--- config.mk ---
export PLATFORM = sky130hd
export DESIGN_NAME = cq_arm_ctrl
export DESIGN_NICKNAME = d
export VERILOG_FILES = /design/src/rtl/cq_arm_pkg.sv /design/src/rtl/cq_cmd_decode.sv /design/src/rtl/cq_ring_state.sv /design/src/rtl/cq_arm_notify.sv /design/src/rtl/cq_arm_ctrl.sv
export SDC_FILE = /design/constraint.sdc
export NUM_CORES = 1
export LEC_CHECK = 0
export ABC_AREA = 0
export BUFFER_PORTS_ARGS = -buffer_cell sky130_fd_sc_hd__buf_4
export CORE_ASPECT_RATIO = 1.75
export CORE_MARGIN = 2
export CORE_UTILIZATION = 55
export CTS_CLUSTER_DIAMETER = 50
export DETAILED_ROUTE_END_ITERATION = 6
export PLACE_DENSITY = 0.75
export REMOVE_ABC_BUFFERS = 1
export SYNTH_ARGS = -nofsm -noshare
export SYNTH_HDL_FRONTEND = slang
export SYNTH_SLANG_ARGS = --single-unit
export TNS_END_PERCENT = 30
--- constraint.sdc ---
create_clock -name clk -period 5.2 [get_ports clk]
set_input_delay 0.52 -clock clk [delete_from_list [all_inputs] [get_ports clk]]
set_output_delay 0.52 -clock clk [all_outputs]
set_load 0.02 [all_outputs]
--- src/rtl/cq_arm_pkg.sv ---
package cq_arm_pkg;
  localparam logic [7:0] OFS_BASE_LO = 8'h00;
  localparam logic [7:0] OFS_BASE_HI = 8'h04;
  localparam logic [7:0] OFS_CSR     = 8'h08;
  localparam logic [7:0] OFS_PTR     = 8'h0C;

  localparam int PAGE_BITS = 12;
  localparam int BIT_EN    = 16;
  localparam int BIT_ARM   = 17;
  localparam int BIT_ACT   = 19;
  localparam int CONS_LSB  = 16;

  typedef struct packed {
    logic        base_lo;
    logic        base_hi;
    logic        set_log;
    logic        set_tgt;
    logic        set_prod;
    logic        set_cons;
    logic        set_en;
    logic        set_arm;
    logic        arm_val;
    logic [31:0] arg;
  } cq_cmd_t;
endpackage

--- src/rtl/cq_cmd_decode.sv ---
module cq_cmd_decode
  import cq_arm_pkg::*;
(
  input  logic        wr_valid,
  input  logic [7:0]  wr_addr,
  input  logic [31:0] wr_data,
  output cq_cmd_t     cmd
);
  logic csr_wr;

  always_comb begin
    cmd         = '0;
    cmd.arg     = wr_data;
    csr_wr      = wr_valid && (wr_addr == OFS_CSR);
    cmd.base_lo = wr_valid && (wr_addr == OFS_BASE_LO);
    cmd.base_hi = wr_valid && (wr_addr == OFS_BASE_HI);
    if (csr_wr) begin
      if (wr_data[31:30] == 2'b11) begin
        cmd.set_tgt = 1'b1;
      end else begin
        case (wr_data[31:16])
          16'h8002: cmd.set_log  = 1'b1;
          16'h8080: cmd.set_prod = 1'b1;
          16'h8090: cmd.set_cons = 1'b1;
          16'h8091: begin
            cmd.set_cons = 1'b1;
            cmd.set_arm  = 1'b1;
            cmd.arm_val  = 1'b1;
          end
          16'h4000: begin
            case (wr_data[15:8])
              8'h01: cmd.set_en = 1'b1;
              8'h02: begin
                cmd.set_arm = 1'b1;
                cmd.arm_val = wr_data[0];
              end
              default: ;
            endcase
          end
          default: ;
        endcase
      end
    end
  end
endmodule

--- src/rtl/cq_ring_state.sv ---
module cq_ring_state
  import cq_arm_pkg::*;
#(
  parameter int PTR_W = 16,
  parameter int TGT_W = 16,
  parameter int LOG_W = $clog2(PTR_W)
) (
  input  logic                   clk,
  input  logic                   rst_n,
  input  cq_cmd_t                cmd,
  input  logic                   hw_wr_valid,
  output logic                   hw_wr_ready,
  output logic [31-PAGE_BITS:0]  base_lo,
  output logic [31:0]            base_hi,
  output logic [TGT_W-1:0]       tgt,
  output logic                   en,
  output logic [PTR_W-1:0]       prod,
  output logic [PTR_W-1:0]       cons
);
  logic [31-PAGE_BITS:0] base_lo_q;
  logic [31:0]           base_hi_q;
  logic [LOG_W-1:0]      log_q;
  logic [TGT_W-1:0]      tgt_q;
  logic                  en_q;
  logic [PTR_W-1:0]      prod_q, prod_d, cons_q;
  logic [PTR_W-1:0]      occ;
  logic [PTR_W:0]        ring_size;
  logic                  push, prod_ce;

  always_comb begin
    occ         = prod_q - cons_q;
    ring_size   = {{PTR_W{1'b0}}, 1'b1} << log_q;
    hw_wr_ready = en_q && ({1'b0, occ} < ring_size);
    push        = hw_wr_valid && hw_wr_ready;
    prod_ce     = cmd.set_prod || push;
    prod_d      = cmd.set_prod ? cmd.arg[PTR_W-1:0] : prod_q + 1'b1;
  end

  always_ff @(posedge clk or negedge rst_n) begin
    if (!rst_n) begin
      base_lo_q <= '0;
      base_hi_q <= '0;
      log_q     <= '0;
      tgt_q     <= '0;
      en_q      <= 1'b0;
      prod_q    <= '0;
      cons_q    <= '0;
    end else begin
      if (cmd.base_lo) base_lo_q <= cmd.arg[31:PAGE_BITS];
      if (cmd.base_hi) base_hi_q <= cmd.arg;
      if (cmd.set_log) log_q     <= cmd.arg[LOG_W-1:0];
      if (cmd.set_tgt) tgt_q     <= cmd.arg[TGT_W-1:0];
      if (cmd.set_en)  en_q      <= cmd.arg[0];
      if (prod_ce)     prod_q    <= prod_d;
      if (cmd.set_cons) cons_q   <= cmd.arg[PTR_W-1:0];
    end
  end

  assign base_lo = base_lo_q;
  assign base_hi = base_hi_q;
  assign tgt     = tgt_q;
  assign en      = en_q;
  assign prod    = prod_q;
  assign cons    = cons_q;
endmodule

--- src/rtl/cq_arm_notify.sv ---
module cq_arm_notify #(
  parameter int PTR_W = 16,
  parameter int TGT_W = 16
) (
  input  logic             clk,
  input  logic             rst_n,
  input  logic             set_arm,
  input  logic             arm_val,
  input  logic             en,
  input  logic [PTR_W-1:0] prod,
  input  logic [PTR_W-1:0] cons,
  input  logic [TGT_W-1:0] tgt,
  output logic             armed,
  output logic             notify_valid,
  output logic [TGT_W-1:0] notify_target
);
  logic armed_q, armed_d, armed_ce, fire;

  always_comb begin
    fire     = armed_q && en && (prod != cons);
    armed_ce = set_arm || fire;
    armed_d  = set_arm ? arm_val : 1'b0;
  end

  always_ff @(posedge clk or negedge rst_n) begin
    if (!rst_n) begin
      armed_q <= 1'b0;
    end else if (armed_ce) begin
      armed_q <= armed_d;
    end
  end

  assign armed         = armed_q;
  assign notify_valid  = fire;
  assign notify_target = tgt;
endmodule

--- src/rtl/cq_arm_ctrl.sv ---
module cq_arm_ctrl
  import cq_arm_pkg::*;
#(
  parameter int PTR_W = 16,
  parameter int TGT_W = 16
) (
  input  logic             clk,
  input  logic             rst_n,
  input  logic             wr_valid,
  input  logic [7:0]       wr_addr,
  input  logic [31:0]      wr_data,
  input  logic [7:0]       rd_addr,
  output logic [31:0]      rd_data,
  input  logic             hw_wr_valid,
  output logic             hw_wr_ready,
  output logic             notify_valid,
  output logic [TGT_W-1:0] notify_target
);
  localparam int LOG_W = $clog2(PTR_W);

  cq_cmd_t               cmd;
  logic [31-PAGE_BITS:0] base_lo;
  logic [31:0]           base_hi;
  logic [TGT_W-1:0]      tgt;
  logic                  en, armed;
  logic [PTR_W-1:0]      prod_q, cons_q;

  cq_cmd_decode u_dec (
    .wr_valid (wr_valid),
    .wr_addr  (wr_addr),
    .wr_data  (wr_data),
    .cmd      (cmd)
  );

  cq_ring_state #(.PTR_W(PTR_W), .TGT_W(TGT_W), .LOG_W(LOG_W)) u_state (
    .clk         (clk),
    .rst_n       (rst_n),
    .cmd         (cmd),
    .hw_wr_valid (hw_wr_valid),
    .hw_wr_ready (hw_wr_ready),
    .base_lo     (base_lo),
    .base_hi     (base_hi),
    .tgt         (tgt),
    .en          (en),
    .prod        (prod_q),
    .cons        (cons_q)
  );

  cq_arm_notify #(.PTR_W(PTR_W), .TGT_W(TGT_W)) u_arm (
    .clk           (clk),
    .rst_n         (rst_n),
    .set_arm       (cmd.set_arm),
    .arm_val       (cmd.arm_val),
    .en            (en),
    .prod          (prod_q),
    .cons          (cons_q),
    .tgt           (tgt),
    .armed         (armed),
    .notify_valid  (notify_valid),
    .notify_target (notify_target)
  );

  always_comb begin
    rd_data = '0;
    case (rd_addr)
      OFS_BASE_LO: rd_data = {base_lo, {PAGE_BITS{1'b0}}};
      OFS_BASE_HI: rd_data = base_hi;
      OFS_CSR: begin
        rd_data[BIT_EN]  = en;
        rd_data[BIT_ARM] = armed;
        rd_data[BIT_ACT] = en && (prod_q != cons_q);
      end
      OFS_PTR: begin
        rd_data[PTR_W-1:0]           = prod_q;
        rd_data[CONS_LSB +: PTR_W]   = cons_q;
      end
      default: rd_data = '0;
    endcase
  end
endmodule

==> results of run 1 <==
==> layout make-up <==
class	instances	area (µm²)
Multi-Input combinational cell	472	3620
Clock buffer	12	236
Fill cell	929	3900
Tap cell	135	169
Clock inverter	4	51.3
Sequential cell	106	2650
Inverter	21	78.8
Timing Repair Buffer	107	803
==> worst register-to-register path, stage by stage, from the launching register on <==
cell and delay (ns):
dfrtp_1 0.43, inv_1 0.08, ha_1 0.16, inv_1 0.06, fa_1 0.42, a211oi_1 0.33, o21ai_0 0.21, a211oi_1 0.35
o21bai_1 0.16, a31oi_1 0.22, xnor2_1 0.16, ha_1 0.27, and3_1 0.24, a221o_1 0.34, a31oi_4 0.27, o2111ai_4 0.30
buf_4 0.25, or3_1 0.34, a31oi_1 0.16
==> power groups by stage <==
stage          clock [mW]  combinational (mW)  sequential [mW]
2_1_floorplan           0              0.0413            0.871
3_3_place_gp            0               0.122            0.869
3_5_place_dp            0               0.126            0.871
4_1_cts             0.691               0.127            0.855
5_1_grt             0.725               0.137            0.857
6_report            0.686               0.126            0.855
==> through the flow <==
| stage | utilization [%] | total power [mW] |
|---|---|---|
| floorplan | - | 0.912 |
| global placement | 63.3 | 0.991 |
| detailed placement | 63.3 | 0.998 |
| CTS | 65.8 | 1.67 |
| global route | 66.1 | 1.72 |
| finish | 66.1 | 1.67 |
==> cell families (layout without fill, tap and decap cells) <==
| group | count (synthesis) | in the layout |
|---|---|---|
| muxes | 122 | 122 |
| AOI/OAI and AO/OA | 101 | 102 |
| and+or+nand+nor | 201 | 201 |
| xor gates and xnor gates | 15 | 15 |
| adders and majority gates | 32 | 32 |
| buffers and inverters | 51 | 144 |
| DFF | 106 | 106 |
==> sequential cells by signal (all words and copies together) (netlist names) <==
register	flops
u_state.log_q	4
u_state.tgt	16
u_state.cons	16
u_state.prod	16
u_arm.armed	1
u_state.en	1
u_state.base_hi	32
u_state.base_lo	20
==> final timing paths <==
check                              startpoint                  to
setup reg to reg              u_state.prod[0]     u_state.prod[3]
hold reg to reg            u_state.base_hi[8]  u_state.base_hi[8]
max in group asynchronous               rst_n     u_state.cons[7]
hold / removal                          rst_n     u_state.tgt[10]
setup / recovery              u_state.prod[0]         hw_wr_ready
min in group clk                   wr_data[6]     u_state.cons[6]
==> per-layer routing <==
metal	wire, µm	vias to the layer above	track usage (%)
met3	727	39	4.38
li1	-	2453	-
met5	0	-	0
met1	6490	2641	32.2
met4	743	0	13.1
met2	9620	144	52.2
==> placed cells by master, fill, tap and decap left out, drive strengths merged, types with 5 or more instances in the layout <==
master	count
buf	107
dfrtp	106
mux2	88
nor2	75
nand2	34
mux2i	31
ha	31
a21oi	29
inv	22
a31oi	18
nand3	17
o21ai	15
a21o	14
clkbuf	12
and3	10
xnor2	10
or4	10
nand4	9
o31ai	8
nor3	7
nor2b	6
nand2b	6
or3	6
nor4	6
xor2	5
==> summary.md, run 1 <==
| Metric | Value |
|---|---|
| Placed cell areas | `7290 µm²` |
| Synth top area share | `41.2%` |
| IO buf count | `101` |
| Worst-margin pin slew | `1.04 ns` |
| H-Tree Depth | `3` |
| CTS tree | `yes` |
| CP Class | `register to output port` |
| Max FO, Critical Path | `5` |
| Worst stage delay on the critical path | `0.43 ns` |
| WL/cell | `20.5 µm` |
| Post-route setup TNS | `0 ns` |
| Non-Filler Instances | `857` |
| Crit path DAT | `4.39 ns` |
| Critical path depth | `16` |
| Placed insts | `840` |
| #FFs+latches synth | `106` |
| Maximum vdd drop | `0.169 mV` |
| Synth area leaders | `dfrtp_1 41%, mux2_2 14%, ha_1 6.0%` |
| Worst R2R Path Depth | `18` |
| Synth Instances | `628` |
| RePlAce Congestion | `0.844` |
| Leakage | `3.76 nW` |
| Commonest cells in the netlist | `106 x dfrtp_1, 78 x mux2_2, 73 x nor2_1` |
| Internal power | `1.28 mW` |
| # DRC | `0` |
| Simple-gate portion of the synthesized area | `15.8%` |
| Switching power | `0.389 mW` |
| CP startpoint kind | `register` |
| Synth area leader | `dfrtp_1` |
| Slowest CP cell | `dfrtp_1` |
| Largest net degree at the start of global routing | `61` |
| Final setup fails | `0` |
| Worst min-delay path class | `input port to asynchronous set/reset pin` |
| Hold slack | `0.243 ns` |
| Tcrit/Tclk final | `94.4%` |
| Post-CTS sizing | `0` |
| Clock transition at path regs | `0.07 ns` |
| Crit-path cells | `inv_1, ha_1, inv_1, fa_1, a211oi_1, o21ai_0, a211oi_1, o21bai_1, a31oi_1, xnor2_1, ha_1, and3_1, a221o_1, a31oi_4, o211a_1, buf_4` |
| First-pass GRT wire length | `28.1 mm` |
| Initial DRC Count | `367` |
| Post-synth EDFFs | `0` |
| Diode count | `0` |
| Vias per inst | `6.16` |
| Vias in the first global route | `5503` |
| Hold Buf Count CTS | `0` |
| Synth Area in Compound Gates | `10.3%` |
| Router iterations before antenna repair | `6` |
| Yosys Warn Count | `0` |
| Clock Sinks | `106` |
| Total die area | `12600 µm²` |
| Main flop type after synthesis | `dfrtp_1` |
| Area growth syn-to-layout | `18.2%` |
| Largest family of logic cells by synthesized area | `multiplexers` |
| Seq/Total Area, Yosys | `41.2%` |
| Placeable core area | `11500 µm²` |
| R2r setup slk | `0.37 ns` |
| Ports | `102` |
| Final setup margin | `0.292 ns` |
| GRT Overall Usage | `28.7%` |
| Clock power share | `41.2%` |
| Switching part of the total | `23.3%` |
| Gr ovfl total | `0` |
| Crit path max-delay family | `compound AO/OA/AOI/OAI gates` |
| Avg Synthesized Cell Area | `10.3 µm²` |
| Routed Antenna Nets | `0` |
| Total of max-cap violations | `0` |
| Post-layout nets | `801` |
| Post-Route WL | `17.6 mm` |
| Slew Limit Fails | `0` |
| Power Dens Cells | `219 nW/µm²` |
| Synth Area in XOR/XNOR | `2.04%` |
| Die X | `85.8 µm` |
| Starting density of the core | `55.9%` |
| Count leader, synth | `dfrtp_1` |
| Setup WS pre-CTS | `0.185 ns` |
| Fraction of registers with async set/reset | `100%` |
| Die height | `147 µm` |
| Vias | `5277` |
| Initial antenna violation count | `0` |
| Detailed placer's ending HPWL | `13.1 mm` |
| Clock period minus worst slack | `4.91 ns` |
| Netlist cell types | `56` |
| CP endpoint kind | `output port` |
| Share of cells above drive strength 1 | `29.9%` |
| Crit path buf inv count | `3` |
| Unrepaired setup endpoints after global routing | `no` |
| Final number of hold-violating endpoints | `0` |
| Post-CTS Repair Setup Buffers | `0` |
| Mapped Area | `6440 µm²` |
| Total CTS buffers | `9` |
| Post-synthesis adder-cell area fraction | `6.33%` |
| Outcome | `completed` |
| Relative slew slack | `30.2%` |
| Clk_skew | `0.00864 ns` |
| Root buffer cell | `clkbuf_16` |
| Top achievable clock speed | `204 MHz` |
| Seq pwr share | `51.3%` |
| Worst Path Required | `4.68 ns` |
| Multiplexer share of the synthesized area | `21.3%` |
| Rows | `52` |
| Clk Latency, worst-skew pair | `0.35 ns` |
| Combinational share of power | `7.6%` |
| Final instance area | `7610 µm²` |
| Clock Tree Buf Depth | `2` |
Power figures use the tool's default switching activity.
==> run 2: changes to the inputs <==
Settings changed: CORE_ASPECT_RATIO 1.75 to 1.25, CORE_UTILIZATION 55 to 58, GPL_TIMING_DRIVEN set to 0, PLACE_DENSITY 0.75 to 0.78.
==> run 2 against run 1 <==
Utilization rose by 3.5 points. Cell area rose by 0.33%. Power rose by 1.0%. Register-to-register slack got worse by 0.15 ns. Sequential power barely moved. Clock skew fell by 0.00091 ns.
==> summary.md, run 2 (same netlist as run 1, synthesis figures left out) <==
| Metric | Value |
|---|---|
| Outcome | `completed` |
| Post-Route WL | `16.3 mm` |
| Most frequent cells in the layout | `106 x dfrtp_1, 100 x buf_4, 78 x mux2_2, 73 x nor2_1, 33 x nand2_1` |
| Clk Latency, worst-skew pair | `0.35 ns` |
| Final setup fails | `0` |
| Initial antenna violation count | `0` |
| Clock Sinks | `106` |
| Post-layout nets | `798` |
| Timing startpoint of the critical path | `u_state.prod[0]` |
| Total die area | `12000 µm²` |
| Post-route setup TNS | `0 ns` |
| Share of cells above drive strength 1 | `30.0%` |
| Router iterations before antenna repair | `5` |
| Register Area | `2650 µm²` |
| Critical path depth | `16` |
| Power Dens Cells | `220 nW/µm²` |
| Vias in the first global route | `5228` |
| Tcrit/Tclk final | `95.8%` |
| Placeable core area | `11000 µm²` |
| Slowest CP cell | `dfrtp_1` |
| Die height | `122 µm` |
| Crit path DAT | `4.46 ns` |
| Leakage | `3.77 nW` |
| Worst r2r src | `u_state.prod[0]` |
| First-pass GRT wire length | `26.3 mm` |
| IO buf count | `101` |
| CP Class | `register to output port` |
| RePlAce Congestion | `0.884` |
| Crit path buf inv count | `3` |
| Max FO, Critical Path | `5` |
| Worst min-delay path class | `input port to register` |
| R2r setup slk | `0.22 ns` |
| Initial DRC Count | `243` |
| H-Tree Depth | `3` |
| Post-CTS Repair Setup Buffers | `0` |
| Vias | `5224` |
| Hold slack | `0.411 ns` |
| Relative slew slack | `28.7%` |
| Finished Core Util | `69.6%` |
| CP endpoint kind | `output port` |
| Clock Tree Buf Depth | `2` |
| Largest net degree at the start of global routing | `107` |
| Multi-input gate area | `3630 µm²` |
| Top achievable clock speed | `201 MHz` |
| Ports | `102` |
| Crit-path cells | `inv_1, ha_1, inv_1, fa_1, a211oi_1, o21ai_0, a211oi_1, o21bai_1, a31oi_1, xnor2_1, ha_1, and3_1, a221o_1, a31oi_4, o211a_1, buf_4` |
| Worst-margin pin slew | `1.07 ns` |
| CTS tree | `yes` |
| CP startpoint kind | `register` |
| Total of max-cap violations | `0` |
| Placed insts | `835` |
| Worst R2R Path Depth | `17` |
| Diode count | `0` |
| Worst stage delay on the critical path | `0.45 ns` |
| # DRC | `0` |
| Crit path max-delay family | `compound AO/OA/AOI/OAI gates` |
| Fillers | `834` |
| Setup crit end | `hw_wr_ready` |
| Rows | `43` |
| WL/cell | `19.1 µm` |
| Clock period minus worst slack | `4.98 ns` |
| Starting density of the core | `58.7%` |
| Detailed placer's ending HPWL | `11.6 mm` |
| Final number of hold-violating endpoints | `0` |
| Vias per inst | `6.12` |
| Worst Path Required | `4.68 ns` |
| Area growth syn-to-layout | `18.6%` |
| Routed Antenna Nets | `0` |
| Clk_skew | `0.00773 ns` |
| Clock transition at path regs | `0.07 ns` |
| Gr ovfl total | `0` |
| Non-Filler Instances | `854` |
| Max FFs per register | `32` |
| Root buffer cell | `clkbuf_16` |
| Total CTS buffers | `9` |
| Maximum vdd drop | `0.190 mV` |
| Die X | `98.2 µm` |
| WHS Path Cells | `2` |
| Reg-to-Reg End | `u_state.prod[3]` |
| Commonest non-fill, non-tap cell in the layout | `dfrtp_1` |
| GRT Overall Usage | `27.6%` |
| Slew Limit Fails | `0` |
[run 2: cell types whose count changed in the layout (fill, tap and decap cells not counted)]
cell,delta
buf_4,-7
clkbuf_1,-3
buf_6,+2
clkinv_4,+2
buf_16,+1
clkinv_2,+1
clkinvlp_4,-1
dlygate4sd3_1,+1
inv_8,+1
nand2_1,-1
nand2_2,+1
[run 2: routing by layer]
layer | wire [µm] | track usage, %
met5 | 0 | 0
met2 | 8330 | 47.0
met1 | 6820 | 36.2
met3 | 728 | 4.70
met4 | 424 | 9.42
[run 2: through the flow]
stage / power, mW / cell area, µm² / setup slack (ns)
detailed placement: 0.995 / 7260 / 0.0159
global placement: 0.989 / 7240 / 0.169
finish: 1.68 / 7640 / 0.219
floorplan: 0.912 / 6310 / 0.827
CTS: 1.69 / 7570 / 0.175
global route: 1.74 / 7640 / -0.0163
[run 2: layout make-up]
type,count,share of cell area (%)
clock buffer,9,2.95
inverter,21,1.03
tap,135,2.21
multi-input combinational,472,47.5
sequential,106,34.7
clock inverter,7,1.02
timing repair buffer,104,10.6
[run 2: worst min-delay path by stage]
| stage | startpoint | end | slack (ns) |
|---|---|---|---|
| floorplan | rst_n | u_arm.armed | 0.22 |
| global placement | u_state.base_hi[20] | u_state.base_hi[20] | 0.47 |
| detailed placement | u_state.base_hi[27] | u_state.base_hi[27] | 0.49 |
| CTS | wr_data[24] | u_state.base_lo[12] | 0.41 |
| global route | wr_data[24] | u_state.base_lo[12] | 0.41 |
| finish | wr_data[24] | u_state.base_lo[12] | 0.41 |
[run 2: worst register-to-register path, delay by kind of cell, from the launching register on]
family                     cells  cell delay [ns]
adders and majority gates      3             0.85
buffers and inverters          2             0.14
AOI/OAI and AO/OA              9             2.55
xor gates and xnor gates       1             0.16
DFF                            1             0.45
and+or+nand+nor                2             0.74
[run 2: power by group]
group | leakage [nW] | switching (mW) | internal [mW]
sequential | 1.47 | 0.0102 | 0.845
combinational | 2.15 | 0.0660 | 0.0602
clock | 0.152 | 0.324 | 0.379
[run 2: timing repair]
| item | CTS | global route |
|---|---|---|
| hold buffers | 0 | 1 |
| cloned | 0 | 1 |
| pin swaps | 0 | 1 |
| resized for setup | 1 | 1 |
| endpoints found under the setup margin | 8 | 8 |
| endpoints found under the hold margin | 0 | 4 |
==> run 3: changes to the inputs <==
Settings changed: CORE_UTILIZATION 58 to 33, PLACE_DENSITY 0.78 to 0.48.
==> run 3 against run 2 <==
Setup slack improved by 0.070 ns. Clock power rose by 2%. Die area rose by 73%. Sequential power barely moved. Register-to-register slack improved by 0.10 ns. Worst hold slack got worse by 0.38 ns. Power rose by 0.96%. Critical path depth did not move. Critical path type unchanged. Critical endpoint unchanged. Largest power group unchanged.
==> summary.md, run 3 (same netlist as run 1, synthesis figures left out) <==
| Metric | Value |
|---|---|
| Outcome | `completed` |
| CP startpoint kind | `register` |
| Slew Limit Fails | `0` |
| Total of max-cap violations | `0` |
| Total die area | `20700 µm²` |
| # DRC | `0` |
| Post-Route WL | `18.3 mm` |
| Unrepaired setup endpoints after global routing | `no` |
| Fillers | `1902` |
| Placed insts | `937` |
| Top achievable clock speed | `204 MHz` |
| Detailed placer's ending HPWL | `13.3 mm` |
| Final number of hold-violating endpoints | `0` |
| Worst R2R Path Depth | `17` |
| Commonest non-fill, non-tap cell in the layout | `dfrtp_1` |
| Leakage | `3.77 nW` |
| Routed Antenna Nets | `0` |
| Post-route setup TNS | `0 ns` |
| CP endpoint kind | `output port` |
| RePlAce Congestion | `0.840` |
| First-pass GRT wire length | `28.6 mm` |
| Maximum vdd drop | `0.165 mV` |
| Root buffer cell | `clkbuf_16` |
| Max FFs per register | `32` |
| Router iterations before antenna repair | `4` |
| Largest net degree at the start of global routing | `107` |
| GRT Overall Usage | `17.9%` |
| Clock Tree Buf Depth | `2` |
| Worst min-delay path class | `input port to asynchronous set/reset pin` |
| Worst Path Required | `4.68 ns` |
| WL/cell | `19.2 µm` |
| Final setup fails | `0` |
| Die height | `160 µm` |
| Vias in the first global route | `5271` |
| Diode count | `0` |
| Clock transition at path regs | `0.07 ns` |
| Power Dens Cells | `218 nW/µm²` |
| Crit path DAT | `4.39 ns` |
| Share of cells above drive strength 1 | `30.3%` |
| IO buf count | `101` |
| Initial antenna violation count | `0` |
| Reg-to-Reg End | `u_state.prod[15]` |
| Clk_skew | `0.00688 ns` |
| Tcrit/Tclk final | `94.5%` |
| H-Tree Depth | `3` |
| Vias | `5172` |
| Rows | `57` |
| Post-layout nets | `798` |
| Initial DRC Count | `264` |
| Clock Sinks | `106` |
| Area growth syn-to-layout | `21.1%` |
| Vias per inst | `5.42` |
| Worst r2r src | `u_state.prod[0]` |
| CP Class | `register to output port` |
| CTS tree | `yes` |
| Most frequent cells in the layout | `106 x dfrtp_1, 100 x buf_4, 78 x mux2_2, 73 x nor2_1, 33 x nand2_1` |
| Clk Latency, worst-skew pair | `0.35 ns` |
| Ports | `102` |
| Gr ovfl total | `0` |
| Relative slew slack | `19.9%` |
| Max FO, Critical Path | `5` |
| R2r setup slk | `0.32 ns` |
| Non-Filler Instances | `955` |
| Placeable core area | `19300 µm²` |
| Die X | `129 µm` |
| Post-CTS Repair Setup Buffers | `0` |
| Clock period minus worst slack | `4.91 ns` |
| Starting density of the core | `33.4%` |
| Total CTS buffers | `9` |
| Worst-margin pin slew | `1.20 ns` |
-- run 3: worst max-delay path, stage by stage (launching register included) --
cell      delay (ns)
dfrtp_1         0.46
inv_1           0.09
ha_1            0.16
inv_1           0.05
fa_1            0.43
a211oi_2        0.28
o21ai_0         0.18
a211oi_1        0.32
o21bai_1        0.16
a31oi_1         0.22
xnor2_1         0.17
ha_1            0.27
and3_1          0.24
a221o_1         0.35
a31oi_4         0.31
o211a_1         0.21
buf_4           0.14
-- run 3: per-stage QoR --
step / setup WS [ns] / hold WS, ns / power [mW] / util (%) / instance area [µm²]
global route: 0.00711 / 0.0471 / 1.77 / 40.5 / 7800
finish: 0.288 / 0.0357 / 1.70 / 40.5 / 7800
detailed placement: 0.0560 / 0.482 / 0.998 / 38.4 / 7400
floorplan: 0.827 / 0.224 / 0.912 / - / 6310
CTS: 0.00156 / 0.402 / 1.72 / 40.1 / 7710
global placement: 0.0450 / 0.467 / 0.994 / 38.3 / 7370
-- run 3: area by class of cell --
class	count	area (µm²)	area share [%]
repair buffers	104	812	10.4
clock buffers	11	253	3.24
well taps	236	295	3.79
multi-input cells	472	3640	46.7
inverters	21	78.8	1.01
flip-flops and latches	106	2650	34.0
clock inverters	5	62.6	0.802
-- run 3: how the worst max path moves through the flow --
stage	startpoint	end	slack (ns)	cells after the start
finish	u_state.prod[0]	hw_wr_ready	0.29	16
floorplan	u_state.prod[0]	u_state.prod[13]	0.83	17
global placement	u_state.prod[0]	u_state.prod[15]	0.04	17
CTS	u_state.prod[0]	u_state.prod[15]	0.002	17
detailed placement	u_state.prod[0]	u_state.prod[13]	0.06	17
global route	u_state.prod[0]	u_state.prod[15]	0.007	17
-- run 3: layer usage --
layer  global-route usage, %  up-vias  part of all wire, %
li1                        -     2449                    -
met1                    22.3     2606                   43
met2                    31.1       95                   51
met3                    2.75       22                  2.8
met4                    6.77        0                  2.9
met5                       0        -                    0
-- run 3: repair_timing --
action | in CTS | in global routing
hold buffers | 0 | 0
resized for setup | 0 | 4
endpoints found under the setup margin | 0 | 13
endpoints found under the hold margin | 0 | 0
-- run 3: power by group --
group	total [mW]	leakage (nW)	switching, mW	internal [mW]
clock network	0.718	0.148	0.317	0.402
logic	0.128	2.16	0.0679	0.0598
registers	0.855	1.47	0.00977	0.845
total	1.70	3.77	0.394	1.31
